<file path="config.mk">
export PLATFORM = sky130hd
export DESIGN_NAME = sb_hazard_unit
export DESIGN_NICKNAME = d
export VERILOG_FILES = /design/src/rtl/sb_pkg.sv /design/src/rtl/sb_status.sv /design/src/rtl/sb_control.sv /design/src/rtl/sb_hazard_unit.sv
export SDC_FILE = /design/constraint.sdc
export NUM_CORES = 1
export LEC_CHECK = 0
export ABC_AREA = 1
export BUFFER_PORTS_ARGS = -buffer_cell sky130_fd_sc_hd__buf_2
export CAP_MARGIN = 20
export CELL_PAD_IN_SITES_DETAIL_PLACEMENT = 0
export CELL_PAD_IN_SITES_GLOBAL_PLACEMENT = 2
export CORE_MARGIN = 8
export CORE_UTILIZATION = 35
export DETAILED_ROUTE_END_ITERATION = 16
export GPL_ROUTABILITY_DRIVEN = 1
export PLACE_DENSITY_LB_ADDON = 0.1
export SLEW_MARGIN = 10
export SYNTH_ARGS = -nofsm -noshare
export SYNTH_HDL_FRONTEND = slang
export SYNTH_HIERARCHICAL = 1
export SYNTH_SLANG_ARGS = --single-unit
</file>
<file path="constraint.sdc">
create_clock -name clk -period 2.9 [get_ports clk]
set_input_delay 0.29 -clock clk [delete_from_list [all_inputs] [get_ports clk]]
set_output_delay 0.29 -clock clk [all_outputs]
set_load 0.005 [all_outputs]
</file>
<file path="src/rtl/sb_pkg.sv">
package sb_pkg;
  localparam int NUM_UNITS = 5;
  localparam int UID_W     = 3;
  localparam logic [UID_W-1:0] UNIT_NONE = '1;

  localparam int U_INT  = 0;
  localparam int U_ADD  = 1;
  localparam int U_MULA = 2;
  localparam int U_MULB = 3;
  localparam int U_DIV  = 4;

  typedef enum logic [1:0] {CLS_INT, CLS_ADD, CLS_MUL, CLS_DIV} opClass_e;
  typedef enum logic [1:0] {ST_IDLE, ST_WAITOPS, ST_EXEC, ST_DONE} unitStage_e;

  typedef struct packed {
    logic [NUM_UNITS-1:0] issueOh;
    logic [NUM_UNITS-1:0] readOh;
    logic [NUM_UNITS-1:0] writeOh;
  } sbStrobe_t;

  function automatic logic tagHit(input logic [UID_W-1:0] tag, input logic [NUM_UNITS-1:0] oh);
    logic hit;
    hit = 1'b0;
    for (int i = 0; i < NUM_UNITS; i++)
      if (tag == UID_W'(i)) hit = oh[i];
    return hit;
  endfunction

  function automatic logic [UID_W-1:0] ohToTag(input logic [NUM_UNITS-1:0] oh);
    logic [UID_W-1:0] tag;
    tag = UNIT_NONE;
    for (int i = 0; i < NUM_UNITS; i++)
      if (oh[i]) tag = UID_W'(i);
    return tag;
  endfunction
endpackage

</file>
<file path="src/rtl/sb_status.sv">
module sb_status import sb_pkg::*; #(
  parameter int NUM_REGS = 16,
  parameter int LAT_INT  = 1,
  parameter int LAT_ADD  = 2,
  parameter int LAT_MUL  = 10,
  parameter int LAT_DIV  = 40,
  localparam int REG_W   = $clog2(NUM_REGS),
  localparam int MAX_LAT = (LAT_DIV > LAT_MUL) ? LAT_DIV : LAT_MUL,
  localparam int CNT_W   = $clog2(MAX_LAT + 1)
) (
  input  logic             clk,
  input  logic             rstN,
  input  sbStrobe_t        stb,
  input  logic [REG_W-1:0] instDst,
  input  logic [REG_W-1:0] instSrc1,
  input  logic [REG_W-1:0] instSrc2,
  output logic [NUM_UNITS-1:0] busyVec,
  output logic [NUM_UNITS-1:0] waitVec,
  output logic [NUM_UNITS-1:0] doneVec,
  output logic [NUM_UNITS-1:0] rjVec,
  output logic [NUM_UNITS-1:0] rkVec,
  output logic [REG_W-1:0]     fiArr [NUM_UNITS],
  output logic [REG_W-1:0]     fjArr [NUM_UNITS],
  output logic [REG_W-1:0]     fkArr [NUM_UNITS],
  output logic [NUM_REGS-1:0]  regPending
);
  function automatic int unitLat(input int u);
    case (u)
      U_INT:          return LAT_INT;
      U_ADD:          return LAT_ADD;
      U_MULA, U_MULB: return LAT_MUL;
      default:        return LAT_DIV;
    endcase
  endfunction

  unitStage_e       stage [NUM_UNITS];
  logic [UID_W-1:0] qjArr [NUM_UNITS];
  logic [UID_W-1:0] qkArr [NUM_UNITS];
  logic [CNT_W-1:0] cnt   [NUM_UNITS];
  logic [UID_W-1:0] regStat [NUM_REGS];

  logic [UID_W-1:0] tagSrc1, tagSrc2, issueTag;
  logic             src1Ready, src2Ready;

  always_comb begin
    tagSrc1   = regStat[instSrc1];
    tagSrc2   = regStat[instSrc2];
    src1Ready = (tagSrc1 == UNIT_NONE) || tagHit(tagSrc1, stb.writeOh);
    src2Ready = (tagSrc2 == UNIT_NONE) || tagHit(tagSrc2, stb.writeOh);
    issueTag  = ohToTag(stb.issueOh);
  end

  generate
    for (genvar u = 0; u < NUM_UNITS; u++) begin : g_flags
      assign busyVec[u] = (stage[u] != ST_IDLE);
      assign waitVec[u] = (stage[u] == ST_WAITOPS);
      assign doneVec[u] = (stage[u] == ST_DONE);
    end
    for (genvar r = 0; r < NUM_REGS; r++) begin : g_regflag
      assign regPending[r] = (regStat[r] != UNIT_NONE);
    end
  endgenerate

  always_ff @(posedge clk) begin
    if (!rstN) begin
      for (int u = 0; u < NUM_UNITS; u++) begin
        stage[u] <= ST_IDLE;
        fiArr[u] <= '0; fjArr[u] <= '0; fkArr[u] <= '0;
        qjArr[u] <= UNIT_NONE; qkArr[u] <= UNIT_NONE;
        rjVec[u] <= 1'b0; rkVec[u] <= 1'b0;
        cnt[u]   <= '0;
      end
    end else begin
      for (int u = 0; u < NUM_UNITS; u++) begin
        if (stb.issueOh[u]) begin
          stage[u] <= ST_WAITOPS;
          fiArr[u] <= instDst; fjArr[u] <= instSrc1; fkArr[u] <= instSrc2;
          qjArr[u] <= src1Ready ? UNIT_NONE : tagSrc1;
          qkArr[u] <= src2Ready ? UNIT_NONE : tagSrc2;
          rjVec[u] <= src1Ready;
          rkVec[u] <= src2Ready;
        end else begin
          case (stage[u])
            ST_WAITOPS: begin
              if (stb.readOh[u]) begin
                stage[u] <= ST_EXEC;
                cnt[u]   <= CNT_W'(unitLat(u));
                rjVec[u] <= 1'b0;
                rkVec[u] <= 1'b0;
              end else begin
                if (qjArr[u] != UNIT_NONE && tagHit(qjArr[u], stb.writeOh)) begin
                  rjVec[u] <= 1'b1; qjArr[u] <= UNIT_NONE;
                end
                if (qkArr[u] != UNIT_NONE && tagHit(qkArr[u], stb.writeOh)) begin
                  rkVec[u] <= 1'b1; qkArr[u] <= UNIT_NONE;
                end
              end
            end
            ST_EXEC: begin
              if (cnt[u] == CNT_W'(1)) stage[u] <= ST_DONE;
              cnt[u] <= cnt[u] - CNT_W'(1);
            end
            ST_DONE: if (stb.writeOh[u]) stage[u] <= ST_IDLE;
            default: ;
          endcase
        end
      end
    end
  end

  always_ff @(posedge clk) begin
    if (!rstN) begin
      for (int r = 0; r < NUM_REGS; r++) regStat[r] <= UNIT_NONE;
    end else begin
      for (int u = 0; u < NUM_UNITS; u++)
        if (stb.writeOh[u]) regStat[fiArr[u]] <= UNIT_NONE;
      if (|stb.issueOh) regStat[instDst] <= issueTag;
    end
  end
endmodule

</file>
<file path="src/rtl/sb_control.sv">
module sb_control import sb_pkg::*; #(
  parameter int NUM_REGS = 16,
  localparam int REG_W   = $clog2(NUM_REGS)
) (
  input  logic                 instValid,
  input  logic [1:0]           instClass,
  input  logic [REG_W-1:0]     instDst,
  input  logic [NUM_UNITS-1:0] busyVec,
  input  logic [NUM_UNITS-1:0] waitVec,
  input  logic [NUM_UNITS-1:0] doneVec,
  input  logic [NUM_UNITS-1:0] rjVec,
  input  logic [NUM_UNITS-1:0] rkVec,
  input  logic [REG_W-1:0]     fiArr [NUM_UNITS],
  input  logic [REG_W-1:0]     fjArr [NUM_UNITS],
  input  logic [REG_W-1:0]     fkArr [NUM_UNITS],
  input  logic [NUM_REGS-1:0]  regPending,
  output sbStrobe_t            stb
);
  logic [NUM_UNITS-1:0] warBlock;

  always_comb begin
    warBlock = '0;
    for (int u = 0; u < NUM_UNITS; u++)
      for (int f = 0; f < NUM_UNITS; f++)
        if (f != u && busyVec[f] &&
            ((rjVec[f] && fjArr[f] == fiArr[u]) || (rkVec[f] && fkArr[f] == fiArr[u])))
          warBlock[u] = 1'b1;
  end

  always_comb begin
    stb         = '0;
    stb.writeOh = doneVec & ~warBlock;
    stb.readOh  = waitVec & rjVec & rkVec;
    if (instValid && !regPending[instDst]) begin
      case (opClass_e'(instClass))
        CLS_INT: stb.issueOh[U_INT] = !busyVec[U_INT];
        CLS_ADD: stb.issueOh[U_ADD] = !busyVec[U_ADD];
        CLS_MUL: begin
          if (!busyVec[U_MULA])      stb.issueOh[U_MULA] = 1'b1;
          else if (!busyVec[U_MULB]) stb.issueOh[U_MULB] = 1'b1;
        end
        default: stb.issueOh[U_DIV] = !busyVec[U_DIV];
      endcase
    end
  end
endmodule

</file>
<file path="src/rtl/sb_hazard_unit.sv">
module sb_hazard_unit import sb_pkg::*; #(
  parameter int NUM_REGS = 16,
  parameter int LAT_INT  = 1,
  parameter int LAT_ADD  = 2,
  parameter int LAT_MUL  = 10,
  parameter int LAT_DIV  = 40,
  localparam int REG_W   = $clog2(NUM_REGS)
) (
  input  logic             clk,
  input  logic             rstN,
  input  logic             instValid,
  input  logic [1:0]       instClass,
  input  logic [REG_W-1:0] instDst,
  input  logic [REG_W-1:0] instSrc1,
  input  logic [REG_W-1:0] instSrc2,
  output logic             issueGrant,
  output logic [4:0]       issueUnitOh,
  output logic [4:0]       readGrant,
  output logic [4:0]       writeGrant
);
  sbStrobe_t            stb;
  logic [NUM_UNITS-1:0] busyVec, waitVec, doneVec, rjVec, rkVec;
  logic [REG_W-1:0]     fiArr [NUM_UNITS];
  logic [REG_W-1:0]     fjArr [NUM_UNITS];
  logic [REG_W-1:0]     fkArr [NUM_UNITS];
  logic [NUM_REGS-1:0]  regPending;

  sb_control #(.NUM_REGS(NUM_REGS)) uCtrl (
    .instValid(instValid), .instClass(instClass), .instDst(instDst),
    .busyVec(busyVec), .waitVec(waitVec), .doneVec(doneVec),
    .rjVec(rjVec), .rkVec(rkVec), .fiArr(fiArr), .fjArr(fjArr), .fkArr(fkArr),
    .regPending(regPending), .stb(stb)
  );

  sb_status #(.NUM_REGS(NUM_REGS), .LAT_INT(LAT_INT), .LAT_ADD(LAT_ADD),
              .LAT_MUL(LAT_MUL), .LAT_DIV(LAT_DIV)) uStat (
    .clk(clk), .rstN(rstN), .stb(stb),
    .instDst(instDst), .instSrc1(instSrc1), .instSrc2(instSrc2),
    .busyVec(busyVec), .waitVec(waitVec), .doneVec(doneVec),
    .rjVec(rjVec), .rkVec(rkVec), .fiArr(fiArr), .fjArr(fjArr), .fkArr(fkArr),
    .regPending(regPending)
  );

  assign issueUnitOh = stb.issueOh;
  assign issueGrant  = |stb.issueOh;
  assign readGrant   = stb.readOh;
  assign writeGrant  = stb.writeOh;
endmodule

</file>
==> out/results.tsv <==
stage	metric	value	unit
outcome	outcome	completed	
clock_tree	CTS Sinks	188	
finish	Final Instance Count excl. Fillers	2825	
synthesis	post-synth cell types	53	
die	row cnt	72	
min_path	worst hold path class	in2reg	
sta	Slew Limit Fails	0	
die	Initial Utilization	35.5	%
setup_path	R2R Path Start	uStat/regStat[5][2]	
grt	Global Route Usage Sum	25.1	%
placed_design	detailed-placement wirelength estimate	47300	um
sta	hold slack	0.290	ns
die	boundary pin count	33	
setup_path	CP Cell Sequence	nand3_1 > inv_1 > nand2_1 > o211ai_1 > nand3_1 > nand3_2 > nand3_4 > buf_6 > nor2_4 > buf_12 > or2_4 > nor4_4 > nand2_1 > nand2_1 > nor2_2 > nand3_4 > nand2_2 > inv_2 > nand2_1	
min_path	min-delay src	instSrc1[1]	
synthesis	synthesized cell area	13700	um2
setup_path	critical path endpoint category	flip-flop	
sta	# setup viols final	0	
setup_path	peak fanout along the critical path	6	
synthesis	dominant synthesized flop cell	edfxtp_1	
drt	Vias/cell	5.21	
drt	Avg WL per Cell	21.0	um
clock_tree	CTS root buffer	clkbuf_16	
drt	DR vias	14721	
drt	total wire length	59500	um
grt	initial antenna violation count	0	
synthesis	cell taking the most area after synthesis	edfxtp_1	
synthesis	ys async rst share	0	%
drt	DR DRC count	0	
setup_path	Setup CP Type	reg2reg	
synthesis	Yosys warnings	6	
synthesis	post-synthesis sequential area ratio	35.6	%
drt	Final ANT Viol Nets	0	
power	pwr/cell area	384	nW/um2
synthesis	Synth Register Bits	188	
min_path	WHS Endpoint	uStat/fjArr[5]	
finish	Nets	2321	
finish	Final Util	44.0	%
sta	Worst-Margin Slew	0.715	ns
drt	first-iteration detailed-routing DRC count	1257	
drt	TritonRoute pass-1 iters	5	
synthesis	Syn Area/Cell	6.60	um2
synthesis	Post-synth top cells	661 x nand2_1, 251 x nor2_1, 236 x inv_1	
sta	fin crit period	2.89	ns
synthesis	cells after synthesis	2081	
die	core area	38600	um2
grt	vias in the first global route	13578	
min_path	Hold Crit Depth	3	
finish	Finished Cell Area	17000	um2
grt	first-pass GRT wire length	86900	um
placed_design	DP Cell Count	2770	
grt	largest net degree at the start of global routing	47	
clock_tree	CTS tree	done	
die	Die ar.	45800	um2
setup_path	crit-path leading delay family	simple AND/OR/NAND/NOR gates	
power	overall power	6.54	mW
finish	number of antenna diodes	0	
die	die height	214	um
sta	fin crit share	99.6	%
setup_path	worst reg-to-reg path cell count	19	
synthesis	syn nets	2108	
sta	Final Hold Fails	0	
finish	share of cells above drive strength 1	22.3	%
setup_path	Worst path max stage delay	0.42	ns
clock_tree	clock tree buffer depth	2	
setup_path	Crit path top cell by count	nand2_1	
synthesis	largest cells by area after synthesis	edfxtp_1 25%, nand2_1 18%, dfxtp_1 11%, nor2_1 6.9%, nand3_1 6.5%	
power	leakage	7.76	nW
synthesis	Post-synth EDFFs	112	
power	worst vdd ir	0.390	mV
setup_path	R2R Path End	uStat/qkArr[1][1]	
placed_design	Final Wtd Congestion	0.963	
sta	Max Freq	346	MHz
clock_tree	H-tree depth	4	
setup_path	Crit path arrival time	3.10	ns
grt	GR Overflow Total	0	
clock_tree	total CTS buffers	17	
sta	Slew HR	52.3	%
synthesis	top-count cell post-synth	nand2_1	
clock_tree	clock-pin slew on the worst setup and hold paths	0.07	ns
setup_path	Worst setup SP type	flip-flop	
setup_path	R2R Setup Slk	0.01	ns
job	max_cap viols	0	
synthesis	area fraction of the dominant cell type after synthesis	24.5	%
setup_path	worst path bufs/invs	4	
setup_path	critical path's slowest cell	edfxtp_1	
finish	Layout fillers	4137	
placed_design	placed cell areas	15700	um2
placed_design	Buffers on Ports	32	
clock_tree	worst skew pair latency	0.47	ns
setup_path	Critical Path RT	3.11	ns
finish	Syn-to-layout area delta	23.9	%
die	Die Span X	214	um
sta	unrepaired setup endpoints after global routing	yes	
sta	clk_skew	0.0170	ns
-- per-stage QoR --
| stage | TNS [ns] | setup WS [ns] |
|---|---|---|
| after global placement | -20.73 | -0.410 |
| after floorplan | 0 | 0.372 |
| final | 0 | 0.0117 |
| after global routing | -4.22 | -0.105 |
| after CTS | -0.00222 | -0.00222 |
| after detailed placement | -21.35 | -0.384 |
-- state kept, by name, indices dropped and copies added, names as in the netlist --
name / count
uStat/qkArr: 15
uStat/fjArr: 20
uStat/qjArr: 15
uStat/rkVec: 5
uStat/stage: 10
uStat/fiArr: 20
uStat/fkArr: 20
uStat/rjVec: 5
uStat/regStat: 48
uStat/cnt: 30
-- worst max path at each step --
| stage | from | end | slack, ns | cells past startpoint |
|---|---|---|---|---|
| floorplan | uStat/stage[3][0] | uStat/regStat[15][0] | 0.37 | 13 |
| global placement | uStat/fiArr[19] | uStat/regStat[6][2] | -0.41 | 15 |
| detailed placement | uStat/fiArr[19] | uStat/regStat[14][1] | -0.38 | 15 |
| CTS | uStat/regStat[14][2] | uStat/stage[2][0] | -0.002 | 17 |
| global route | uStat/regStat[2][1] | uStat/qjArr[4][2] | -0.11 | 22 |
| finish | uStat/regStat[5][2] | uStat/qkArr[1][1] | 0.01 | 19 |
-- worst reg2reg max path, cell delays in order, from the launching register on --
cell      delay [ns]
edfxtp_1        0.42
nand3_1         0.11
inv_1           0.07
nand2_1         0.05
o211ai_1        0.08
nand3_1         0.12
nand3_2         0.10
nand3_4         0.14
buf_6           0.14
nor2_4          0.05
buf_12          0.12
or2_4           0.24
nor4_4          0.37
nand2_1         0.14
nand2_1         0.10
nor2_2          0.06
nand3_4         0.14
nand2_2         0.07
inv_2           0.06
nand2_1         0.05
-- layer usage --
layer	GRT usage, %	vias up	wire [um]
li1	-	7149	-
met1	34.0	6992	26800
met2	40.8	501	27600
met3	3.58	79	3350
met4	8.10	0	1730
met5	0	-	0
-- report_power, final --
part           internal, mW  total, mW  switching [mW]  leakage, nW
sequential             2.90       2.98          0.0713         1.55
clock                  1.27       2.40            1.13        0.282
combinational         0.382       1.16           0.778         5.93
total                  4.56       6.54            1.98         7.76
-- cells in the final DEF, fill, tap and decap left out, types with 5 or more instances in the layout --
cell type	instances
xnor2_1	47
nand3_1	165
nand2_4	6
dfxtp_2	25
nand4_1	38
nand3_4	7
or2_2	10
nor3_1	10
nand3_2	22
nand2_2	35
o21ai_0	93
nor2_4	11
nor2_2	19
buf_6	10
nand2_1	634
inv_4	5
o21ai_1	31
a21oi_1	57
buf_2	32
clkbuf_16	18
edfxtp_1	112
buf_12	10
o211ai_1	18
nor2_1	232
o22ai_1	40
inv_2	49
dfxtp_1	44
buf_4	214
inv_1	222
dfxtp_4	7
ha_1	10
xor2_1	8
-- final cells by class --
class / instances / area [um2] / share of cell area [%]
multi-input cells: 1540 / 7670 / 45.1
flip-flops and latches: 188 / 4940 / 29.1
repair buffers: 267 / 2090 / 12.3
inverters: 280 / 1070 / 6.30
well taps: 518 / 648 / 3.81
clock buffers: 22 / 475 / 2.80
clock inverters: 10 / 106 / 0.625
-- timing repair --
item / in CTS / in global routing
buffers inserted: 4 / 20
pin swaps: 4 / 45
endpoints found under the setup margin: 120 / 161
hold buffers: 0 / 0
resized for setup: 35 / 144
-- logic make-up (layout without fill, tap and decap cells) --
kind of cell               Yosys count  after routing  synth area share [%]
AOI/OAI and AO/OA                  261            261                  10.7
xor gates and xnor gates            55             55                  3.51
adders and majority gates           10             10                 0.911
buffers and inverters              353            579                  11.3
DFF                                188            188                  35.6
and+or+nand+nor                   1214           1214                  38.1
Power figures use the tool's default switching activity.
